### src/rtl/cmp_evt_pkg.sv
package cmp_evt_pkg;
  localparam int unsigned CNT_W  = 32;
  localparam int unsigned ADDR_W = 8;

  typedef logic [CNT_W-1:0]  cnt_t;
  typedef logic [ADDR_W-1:0] addr_t;

  typedef struct packed {
    logic  vld;
    addr_t addr;
    cnt_t  data;
  } wr_t;

  function automatic addr_t slot_addr(addr_t base, int unsigned idx);
    return base + addr_t'(idx * 4);
  endfunction
endpackage

### src/rtl/cmp_evt_regs.sv
module cmp_evt_regs
  import cmp_evt_pkg::*;
#(
  parameter int unsigned NUM_SLOTS = 8,
  parameter addr_t       CMP_BASE  = 8'h60,
  parameter addr_t       EN_OFS    = 8'h58,
  parameter addr_t       STS_OFS   = 8'h5C
) (
  input  logic                 clk_i,
  input  logic                 rst_ni,
  input  wr_t                  wr_i,
  input  logic [NUM_SLOTS-1:0] fire_i,
  output cnt_t                 cmp_o    [NUM_SLOTS],
  output logic [NUM_SLOTS-1:0] cmp_wr_o,
  output logic [NUM_SLOTS-1:0] en_o,
  output logic [NUM_SLOTS-1:0] sts_clr_o
);
  logic                 en_wr, sts_wr;
  logic [NUM_SLOTS-1:0] en_q;

  assign en_wr  = wr_i.vld && (wr_i.addr == EN_OFS);
  assign sts_wr = wr_i.vld && (wr_i.addr == STS_OFS);

  for (genvar i = 0; i < NUM_SLOTS; i++) begin : g_slot
    cnt_t cmp_q;
    assign cmp_wr_o[i] = wr_i.vld && (wr_i.addr == slot_addr(CMP_BASE, i));
    always_ff @(posedge clk_i or negedge rst_ni) begin
      if (!rst_ni)          cmp_q <= '0;
      else if (cmp_wr_o[i]) cmp_q <= wr_i.data;
    end
    assign cmp_o[i] = cmp_q;
  end

  // software write wins over one-shot clear
  always_ff @(posedge clk_i or negedge rst_ni) begin
    if (!rst_ni)    en_q <= '0;
    else if (en_wr) en_q <= wr_i.data[NUM_SLOTS-1:0];
    else            en_q <= en_q & ~fire_i;
  end

  assign en_o      = en_q;
  assign sts_clr_o = sts_wr ? wr_i.data[NUM_SLOTS-1:0] : '0;


  fire_needs_en_chk: assert property (@(posedge clk_i) disable iff (!rst_ni)
    (fire_i & ~en_q) == '0);


  oneshot_clear_chk: assert property (@(posedge clk_i) disable iff (!rst_ni)
    ((|fire_i) && !en_wr) |=> ((en_q & $past(fire_i)) == '0));
endmodule

### src/rtl/cmp_evt_slot.sv
module cmp_evt_slot
  import cmp_evt_pkg::*;
(
  input  logic clk_i,
  input  logic rst_ni,
  input  cnt_t count_i,
  input  cnt_t cmp_i,
  input  logic wr_i,
  input  cnt_t wr_data_i,
  input  logic en_i,
  output logic fire_o
);
  logic hit_now, hit_q;

  assign hit_now = (count_i == cmp_i);

  // on a compare write, preload equality with the new value so a present match is masked
  always_ff @(posedge clk_i or negedge rst_ni) begin
    if (!rst_ni)   hit_q <= 1'b0;
    else if (wr_i) hit_q <= (count_i == wr_data_i);
    else           hit_q <= hit_now;
  end

  assign fire_o = en_i && hit_now && !hit_q;


  single_fire_chk: assert property (@(posedge clk_i) disable iff (!rst_ni)
    fire_o |=> (!fire_o || (count_i != $past(count_i))));


  no_present_match_chk: assert property (@(posedge clk_i) disable iff (!rst_ni)
    (wr_i && (wr_data_i == count_i)) |=> (!fire_o || (count_i != $past(count_i))));
endmodule

### src/rtl/cmp_evt_irq.sv
module cmp_evt_irq #(
  parameter int unsigned NUM_SLOTS = 8
) (
  input  logic                 clk_i,
  input  logic                 rst_ni,
  input  logic [NUM_SLOTS-1:0] fire_i,
  input  logic [NUM_SLOTS-1:0] clr_i,
  output logic                 irq_o,
  output logic [NUM_SLOTS-1:0] sts_o
);
  logic [NUM_SLOTS-1:0] sts_q;
  logic                 irq_q;

  always_ff @(posedge clk_i or negedge rst_ni) begin
    if (!rst_ni) begin
      sts_q <= '0;
      irq_q <= 1'b0;
    end else begin
      sts_q <= (sts_q & ~clr_i) | fire_i;
      irq_q <= |fire_i;
    end
  end

  assign irq_o = irq_q;
  assign sts_o = sts_q;


  irq_has_status_chk: assert property (@(posedge clk_i) disable iff (!rst_ni)
    irq_o |-> (sts_o != '0));


  sticky_status_chk: assert property (@(posedge clk_i) disable iff (!rst_ni)
    (clr_i == '0) |=> ((sts_q & $past(sts_q)) == $past(sts_q)));
endmodule

### src/rtl/cmp_evt_gen.sv
module cmp_evt_gen
  import cmp_evt_pkg::*;
#(
  parameter int unsigned NUM_SLOTS = 8,
  parameter addr_t       CMP_BASE  = 8'h60,
  parameter addr_t       EN_OFS    = 8'h58,
  parameter addr_t       STS_OFS   = 8'h5C
) (
  input  logic                 clk_i,
  input  logic                 rst_ni,
  input  logic [CNT_W-1:0]     count_i,
  input  logic                 wr_en_i,
  input  logic [ADDR_W-1:0]    wr_addr_i,
  input  logic [CNT_W-1:0]     wr_data_i,
  output logic                 irq_o,
  output logic [NUM_SLOTS-1:0] status_o
);
  wr_t                  wr;
  cnt_t                 cmp      [NUM_SLOTS];
  logic [NUM_SLOTS-1:0] cmp_wr, en, sts_clr, fire;

  assign wr = '{vld: wr_en_i, addr: wr_addr_i, data: wr_data_i};

  cmp_evt_regs #(
    .NUM_SLOTS(NUM_SLOTS), .CMP_BASE(CMP_BASE), .EN_OFS(EN_OFS), .STS_OFS(STS_OFS)
  ) u_regs (
    .clk_i    (clk_i),
    .rst_ni   (rst_ni),
    .wr_i     (wr),
    .fire_i   (fire),
    .cmp_o    (cmp),
    .cmp_wr_o (cmp_wr),
    .en_o     (en),
    .sts_clr_o(sts_clr)
  );

  for (genvar i = 0; i < NUM_SLOTS; i++) begin : g_slot
    cmp_evt_slot u_slot (
      .clk_i    (clk_i),
      .rst_ni   (rst_ni),
      .count_i  (count_i),
      .cmp_i    (cmp[i]),
      .wr_i     (cmp_wr[i]),
      .wr_data_i(wr_data_i),
      .en_i     (en[i]),
      .fire_o   (fire[i])
    );
  end

  cmp_evt_irq #(.NUM_SLOTS(NUM_SLOTS)) u_irq (
    .clk_i (clk_i),
    .rst_ni(rst_ni),
    .fire_i(fire),
    .clr_i (sts_clr),
    .irq_o (irq_o),
    .sts_o (status_o)
  );
endmodule

### config.mk
export PLATFORM = sky130hd
export DESIGN_NAME = cmp_evt_gen
export DESIGN_NICKNAME = d
export VERILOG_FILES = /design/src/rtl/cmp_evt_pkg.sv /design/src/rtl/cmp_evt_regs.sv /design/src/rtl/cmp_evt_slot.sv /design/src/rtl/cmp_evt_irq.sv /design/src/rtl/cmp_evt_gen.sv
export SDC_FILE = /design/constraint.sdc
export NUM_CORES = 1
export LEC_CHECK = 0
export BUFFER_PORTS_ARGS = -buffer_cell sky130_fd_sc_hd__buf_2
export CAP_MARGIN = 10
export CORE_ASPECT_RATIO = 2
export CORE_MARGIN = 2
export CORE_UTILIZATION = 45
export CTS_BUF_LIST = sky130_fd_sc_hd__clkbuf_4 sky130_fd_sc_hd__clkbuf_8
export DETAILED_ROUTE_END_ITERATION = 10
export PLACE_DENSITY_LB_ADDON = 0.05
export SLEW_MARGIN = 10
export SYNTH_ARGS = -nofsm -noshare
export SYNTH_HDL_FRONTEND = slang
export SYNTH_SLANG_ARGS = --single-unit
### constraint.sdc
create_clock -name clk_i -period 1.9 [get_ports clk_i]
set_input_delay 0.19 -clock clk_i [delete_from_list [all_inputs] [get_ports clk_i]]
set_output_delay 0.19 -clock clk_i [all_outputs]
set_load 0.05 [all_outputs]
==> summary.md, run 1 <==
| Metric | Value |
|---|---|
| Distinct cell type count after synthesis | `35` |
| Pin count of the biggest net entering global routing | `61` |
| Finished Cell Area | `17,300 um2` |
| CTS max path bufs | `3` |
| Hold EP | `u_regs.g_slot[0].cmp_q[23]$_DFFE_PN0P_` |
| Reg2reg setup slack | `-0.06 ns` |
| Via density | `5.18` |
| GRT Overall Usage | `0.245` |
| Pins Over Slew Limit | `0` |
| Critical path arrival | `2.49 ns` |
| Min cycle time layout | `1.96 ns` |
| Crit Path Class | `reg2reg` |
| Post-Place Cells | `1,655` |
| Fmax | `509 MHz` |
| RSZ-0062 raised after global routing | `true` |
| Yosys top cell by area | `dfrtp_1` |
| Synthesized Nets | `1,177` |
| Vias in the first global route | `9,873` |
| GPL Wtd Cong | `0.800` |
| Antenna Nets Post-Route | `0` |
| Rel. slew slack | `0.611` |
| Most common cell after layout, fill and taps aside | `dfrtp_1` |
| Crit path launch | `u_regs.g_slot[2].cmp_q[31]$_DFFE_PN0P_` |
| Syn avg cell area | `12.9 um2` |
| Initial antenna violation count | `3` |
| Min-Delay Path Depth | `3` |
| Max Fanout on Critical Path | `3` |
| Drt total wl | `39.7 mm` |
| Maximum VDD drop | `0.555 mV` |
| Xor and xnor area share after synthesis | `0.177` |
| DR WL met2 | `21.1 mm` |
| Post-Syn Area | `14,200 um2` |
| Failing checks | `setup timing` |
| Largest cells by area after synthesis | `dfrtp_1, mux2_2, xor2_1` |
| Final HPWL DP | `28.4 mm` |
| Drt drc | `0` |
| Hold slack final | `0.0373 ns` |
| Clock sink count | `281` |
| Non-Filler Instances | `1,748` |
| Die Span X | `130 um` |
| Commonest non-fill, non-tap cells in the layout | `dfrtp_1, xor2_1, mux2_2` |
| Ratio of cells with drive above 1 in the final layout | `0.471` |
| Fin. Hold Viols | `0` |
| Outcome | `finished with violations` |
| Proportion of synthesized area in mux cells | `0.202` |
| Total negative slack | `-0.114 ns` |
| Drt wl/cell | `22.7 um` |
| Post-synthesis adder-cell area fraction | `0` |
| Via Count | `9,055` |
| Mapped Cells | `1,102` |
| Clock tree from TritonCTS | `done` |
| Top cell type's share of synthesized area | `0.494` |
| Synth Area in Compound Gates | `0.0110` |
| Pwr Total | `13.8 mW` |
| Clock Latency Late Sink | `0.59 ns` |
| Grt ovf | `0` |
| Placed inst area | `15,900 um2` |
| Clock Skew | `0.0174 ns` |
| Data required time of the critical path | `2.43 ns` |
| Largest family of logic cells by synthesized area | `multiplexers` |
| Leak | `8.77 nW` |
| Setup ws final | `-0.0650 ns` |
| Min-Delay Path Class | `in2reg` |
| Reg clk slew, reported paths | `0.07 ns` |
| Critical Path Source Type | `flop` |
| Flops & latches, synth | `281` |
| Synth-to-Final Area Change | `21.4%` |
| Power Density | `797 nW/um2` |
| Setup crit end kind | `flop` |
| DR pass1 iterations | `4` |
| Core ar. | `31,300 um2` |
| Layout Nets | `1,367` |
| Max_cap viols | `0` |
| I/O Buffers | `83` |
| Fill cells | `2,793` |
| Top routing layer used | `met5` |
| First-pass GRT wire length | `60.5 mm` |
| Wl on met1 | `16.0 mm` |
| Die Ht | `256 um` |
| Warnings from Yosys | `0` |
| CTS root buf | `clkbuf_8` |
| H-tree depth | `2` |
| Initial DRC count | `341` |
| Slew @ Worst Pin | `0.583 ns` |
| Initial core utilization | `0.455` |
| Sequential-to-total area share from yosys stat | `0.494` |
| Row cnt | `92` |
| Routed wl met3 | `1.19 mm` |
| Setup-failing EPs final | `3` |
| Crit share post-route | `1.03` |
| R2R depth | `7` |
| Worst flop-to-flop path startpoint | `u_regs.g_slot[2].cmp_q[31]$_DFFE_PN0P_` |
| Reg-to-reg endpoint | `u_irq.sts_o[2]$_DFF_PN0_` |
| Simple-Gate Fraction of Synth Area | `0.0726` |
| CTS buffer count | `43` |
| # IOs | `84` |
| DIE AREA | `33,200 um2` |
| Hold Crit Start | `wr_data_i[23]` |
[registers in the layout (all words and copies together), names as in the netlist]
register / count
g_slot.u_slot.hit_q: 8
u_irq.irq_o: 1
u_irq.sts_o: 8
u_regs.en_o: 8
u_regs.g_slot.cmp_q: 256
[worst max-delay path by stage]
stage                                              to  slack (ns)  cells past startpoint
2_1_floorplan  u_regs.g_slot[1].cmp_q[10]$_DFFE_PN0P_        0.40                      6
3_3_place_gp                 u_irq.sts_o[2]$_DFF_PN0_       -0.31                      8
3_5_place_dp                 u_regs.en_o[2]$_DFF_PN0_       -0.34                      7
4_1_cts                      u_irq.sts_o[2]$_DFF_PN0_       -0.09                      8
5_1_grt                      u_irq.sts_o[2]$_DFF_PN0_       -0.15                      8
6_report                     u_irq.sts_o[2]$_DFF_PN0_       -0.06                      7
[cells by family (layout without fill, tap and decap cells)]
kind of cell              after synthesis  in the layout
muxes                                 256            256
other                                   0              1
AOI/OAI and AO/OA                      24             24
and+or+nand+nor                       159            159
DFF                                   281            281
xor gates and xnor gates              288            288
buffers and inverters                  94            316
[worst max-delay path: stages (launching register included)]
cell and delay, ns:
dfrtp_1 0.39, xor2_1 0.17, nor4_1 0.36, buf_4 0.20, nand4_1 0.17, nor4b_4 0.38, buf_4 0.17, a21o_1 0.07
[layer usage]
layer | track usage | vias up
li1 | - | 4171
met1 | 0.298 | 4660
met2 | 0.437 | 154
met3 | 0.0357 | 66
met4 | 0.0851 | 4
met5 | 0 | -
[metrics by stage]
stage	setup slack, ns	utilization
floorplan	0.396	-
global placement	-0.311	0.507
detailed placement	-0.337	0.507
CTS	-0.0921	0.548
global route	-0.152	0.552
finish	-0.0650	0.552
[Yosys cell counts]
master	n
nand4b_2	1
buf_2	21
nor2_2	1
xor2_1	256
dfrtp_1	281
mux2_1	2
nand4b_1	1
and3_1	1
nand3_1	1
clkbuf_2	3
nor3_1	6
clkbuf_1	23
and2_1	3
nand2_2	2
mux2_2	254
nor4b_2	6
nand2b_1	1
buf_6	22
nor2_1	7
nand4_1	24
xnor2_1	32
nor4_2	2
a21o_1	7
o21ai_0	8
nor4b_4	3
a21o_2	1
nand3_2	1
nand2_1	31
buf_4	17
nor3_4	1
buf_1	7
inv_1	1
a31o_2	4
o21ai_1	4
nor4_1	67
[layout make-up]
type                            instances  area, um2  area share
Clock buffer                           68        880      0.0509
Sequential cell                       281       7030       0.407
Antenna cell                            1       2.50    0.000145
Multi-Input combinational cell        727       6880       0.398
Tap cell                              423        529      0.0306
Timing Repair Buffer                  238       1860       0.107
Inverter                                1       3.75    0.000217
Clock inverter                          9        103     0.00593
[repair_timing]
item | 4_1_cts | 5_1_grt
endpoints found under the setup margin | 18 | 20
setup buffers | 4 | 1
endpoints found under the hold margin | 331 | 0
gates resized for setup | 33 | 23
hold buffers | 10 | 0
pin swaps | 18 | 21
[where the power goes]
group	internal (mW)	total, mW	switching [mW]
Sequential	6.25	6.43	0.175
Clock	3.21	5.70	2.48
Combinational	0.752	1.65	0.903
Total	10.2	13.8	3.56
No activity file was read; power rests on OpenSTA's default activity.
==> run 2: changes to the inputs <==
--- a/config.mk
+++ b/config.mk
@@ -5,8 +5,11 @@
 export SDC_FILE = /design/constraint.sdc
 export NUM_CORES = 1
 export LEC_CHECK = 0
+export ABC_AREA = 1
 export BUFFER_PORTS_ARGS = -buffer_cell sky130_fd_sc_hd__buf_2
 export CAP_MARGIN = 10
+export CELL_PAD_IN_SITES_DETAIL_PLACEMENT = 1
+export CELL_PAD_IN_SITES_GLOBAL_PLACEMENT = 1
 export CORE_ASPECT_RATIO = 2
 export CORE_MARGIN = 2
 export CORE_UTILIZATION = 45
==> run 2 against run 1 <==
Compared with the run above:
- the run now ends clean
- design area shrank 2.9%
- final cell count is 31% higher
- routed wire length is 13% higher
- critical path type unchanged
- highest routed layer unchanged
==> summary.md, run 2 <==
| Metric | Value |
|---|---|
| Outcome | `completed` |
| Synth Area in Compound Gates | `0.116` |
| Largest cells by area after synthesis | `dfrtp_1, nand2_1, xnor2_1` |
| Reg clk slew, reported paths | `0.07 ns` |
| Slew @ Worst Pin | `0.775 ns` |
| I/O Buffers | `83` |
| Post-synth top cells | `nand2_1, dfrtp_1, xnor2_1, o21ai_0, nor2_1` |
| Hold slack final | `0.0614 ns` |
| Warnings from Yosys | `0` |
| Via Count | `11,500` |
| Worst flop-to-flop path startpoint | `u_regs.g_slot[1].cmp_q[16]$_DFFE_PN0P_` |
| Distinct cell type count after synthesis | `26` |
| Fmax | `564 MHz` |
| Clock Skew | `0.00831 ns` |
| GRT Overall Usage | `0.272` |
| Mapped Cells | `1,706` |
| Hold Crit Start | `wr_data_i[23]` |
| Crit share post-route | `0.933` |
| Finished Cell Area | `16,800 um2` |
| Multi-input logic area | `6650 um2` |
| CP peak stage delay | `0.40 ns` |
| Async SR Flop Fraction | `1.00` |
| Post-Place Cells | `2,202` |
| Post-Route Utilization | `0.523` |
| Family with the most delay on the worst path | `simple AND/OR/NAND/NOR gates` |
| Post-synth EDFFs | `0` |
| Ratio of cells with drive above 1 in the final layout | `0.180` |
| Simple-Gate Fraction of Synth Area | `0.195` |
| CTS max path bufs | `3` |
| Via density | `5.02` |
| H-tree depth | `2` |
| Layout Nets | `1,909` |
| DR pass1 iterations | `4` |
| Setup ws final | `0.127 ns` |
| Number of flip-flops in the largest register | `256` |
| Clock sink count | `281` |
| Proportion of synthesized area in mux cells | `0` |
| Post-CTS Setup Bufs | `0` |
| Max Fanout on Critical Path | `3` |
| Min cycle time layout | `1.77 ns` |
| Largest Register | `u_regs.g_slot.cmp_q` |
| Pins Over Slew Limit | `0` |
| DIE AREA | `34,000 um2` |
| Leak | `7.68 nW` |
| Drt total wl | `44.9 mm` |
| Initial core utilization | `0.454` |
| Largest family of logic cells by synthesized area | `simple AND/OR/NAND/NOR gates` |
| Antenna Nets Post-Route | `0` |
| Crit path buf inv count | `1` |
| Yosys top cell by area | `dfrtp_1` |
| Final HPWL DP | `32.7 mm` |
| Fin. Hold Viols | `0` |
| Syn avg cell area | `8.56 um2` |
| Most common cell after layout, fill and taps aside | `nand2_1` |
| Post-Syn Area | `14,600 um2` |
| Cells along the critical path | `xnor2_1 -> nand2_1 -> nor2_1 -> nand2_1 -> nor2_1 -> buf_4 -> nand3_1 -> nand3_1 -> o21ai_0` |
| Critical-path top delay cell | `dfrtp_1` |
| Drt drc | `0` |
| Vias in the first global route | `12,700` |
| Critical path arrival | `2.23 ns` |
| Crit path launch | `u_regs.g_slot[1].cmp_q[16]$_DFFE_PN0P_` |
| Grt ovf | `0` |
| Setup crit end kind | `flop` |
| Non-Filler Instances | `2,292` |
| Initial DRC count | `444` |
| Rel. slew slack | `0.484` |
| Initial antenna violation count | `2` |
| Row cnt | `93` |
| Die Ht | `259 um` |
| Synth-to-Final Area Change | `15.1%` |
| First-pass GRT wire length | `71.1 mm` |
| Min-Delay Path Class | `in2reg` |
| Data required time of the critical path | `2.36 ns` |
| Max_cap viols | `0` |
| Commonest non-fill, non-tap cells in the layout | `nand2_1, dfrtp_1, xnor2_1` |
| Core ar. | `32,100 um2` |
| Pin count of the biggest net entering global routing | `77` |
| Pwr Total | `13.8 mW` |
| Sequential-to-total area share from yosys stat | `0.482` |
| Area occupied by registers | `7030 um2` |
| Setup-failing EPs final | `0` |
| Dpl ws | `-0.0379 ns` |
| Post-synthesis adder-cell area fraction | `0` |
| Drt wl/cell | `19.6 um` |
| Maximum VDD drop | `0.655 mV` |
| Ys flop type | `dfrtp_1` |
| Fill cells | `3,984` |
| Crit Path Class | `reg2reg` |
| Top cell type's share of synthesized area | `0.482` |
| CTS root buf | `clkbuf_8` |
| CTS buffer count | `43` |
| GPL Wtd Cong | `0.812` |
| Clock Latency Late Sink | `0.58 ns` |
| Flops & latches, synth | `281` |
| # IOs | `84` |
| Synthesized Nets | `1,781` |
| Total negative slack | `0 ns` |
| Most numerous cell in the Yosys netlist | `nand2_1` |
| Power Density | `819 nW/um2` |
| Xor and xnor area share after synthesis | `0.144` |
| Critical Path Source Type | `flop` |
| RSZ-0062 raised after global routing | `false` |
| Placed inst area | `15,700 um2` |
| Clock tree from TritonCTS | `done` |
| Die Span X | `131 um` |
run 2: worst reg2reg max path, stage by stage (launching register included):
cell and delay [ns]:
dfrtp_1 0.40, xnor2_1 0.24, nand2_1 0.12, nor2_1 0.12
nand2_1 0.09, nor2_1 0.12, buf_4 0.14, nand3_1 0.21
nand3_1 0.13, o21ai_0 0.09
run 2: final cells by class:
| type | instances | area share |
|---|---|---|
| clock buffer | 67 | 0.0493 |
| clock inverter | 8 | 0.00581 |
| timing repair buffer | 170 | 0.0760 |
| inverter | 98 | 0.0223 |
| sequential | 281 | 0.419 |
| tap | 427 | 0.0318 |
| multi-input combinational | 1240 | 0.396 |
| antenna | 1 | 0.000149 |
run 2: repair_timing:
action | CTS | global route
endpoints found under the hold margin | 236 | 0
endpoints found under the setup margin | 1 | 3
gates resized for setup | 1 | 2
hold buffers | 14 | 0
run 2: worst paths after layout:
path	to	slack [ns]	cells after the start
min in group asynchronous	u_regs.g_slot[4].cmp_q[7]$_DFFE_PN0P_	0.09	2
min	u_regs.g_slot[1].cmp_q[23]$_DFFE_PN0P_	0.06	3
max reg2reg	u_regs.en_o[1]$_DFF_PN0_	0.13	9
max in group asynchronous	u_regs.g_slot[1].cmp_q[27]$_DFFE_PN0P_	1.02	3
max	u_regs.en_o[1]$_DFF_PN0_	0.13	9
min reg2reg	u_regs.g_slot[0].cmp_q[31]$_DFFE_PN0P_	0.50	2
run 2: cell families (layout without fill, tap and decap cells):
logic type,count (synthesis),count (layout)
AO/OA/AOI/OAI,280,280
XOR/XNOR,240,240
buffers and inverters,185,343
flip-flops,281,281
other,0,1
AND/OR/NAND/NOR,720,720
run 2: power by group:
group | internal [mW] | switching [mW] | leakage, nW
Clock | 3.04 | 2.46 | 0.483
Sequential | 6.27 | 0.198 | 3.74
Combinational | 0.738 | 1.05 | 3.46
run 2: metal layers:
| layer | global-route usage | part of all wire | vias to the layer above |
|---|---|---|---|
| li1 | - | - | 5589 |
| met1 | 0.303 | 0.39 | 5676 |
| met2 | 0.526 | 0.54 | 158 |
| met3 | 0.0323 | 0.027 | 75 |
| met4 | 0.105 | 0.038 | 2 |
| met5 | 0 | 0.00016 | - |
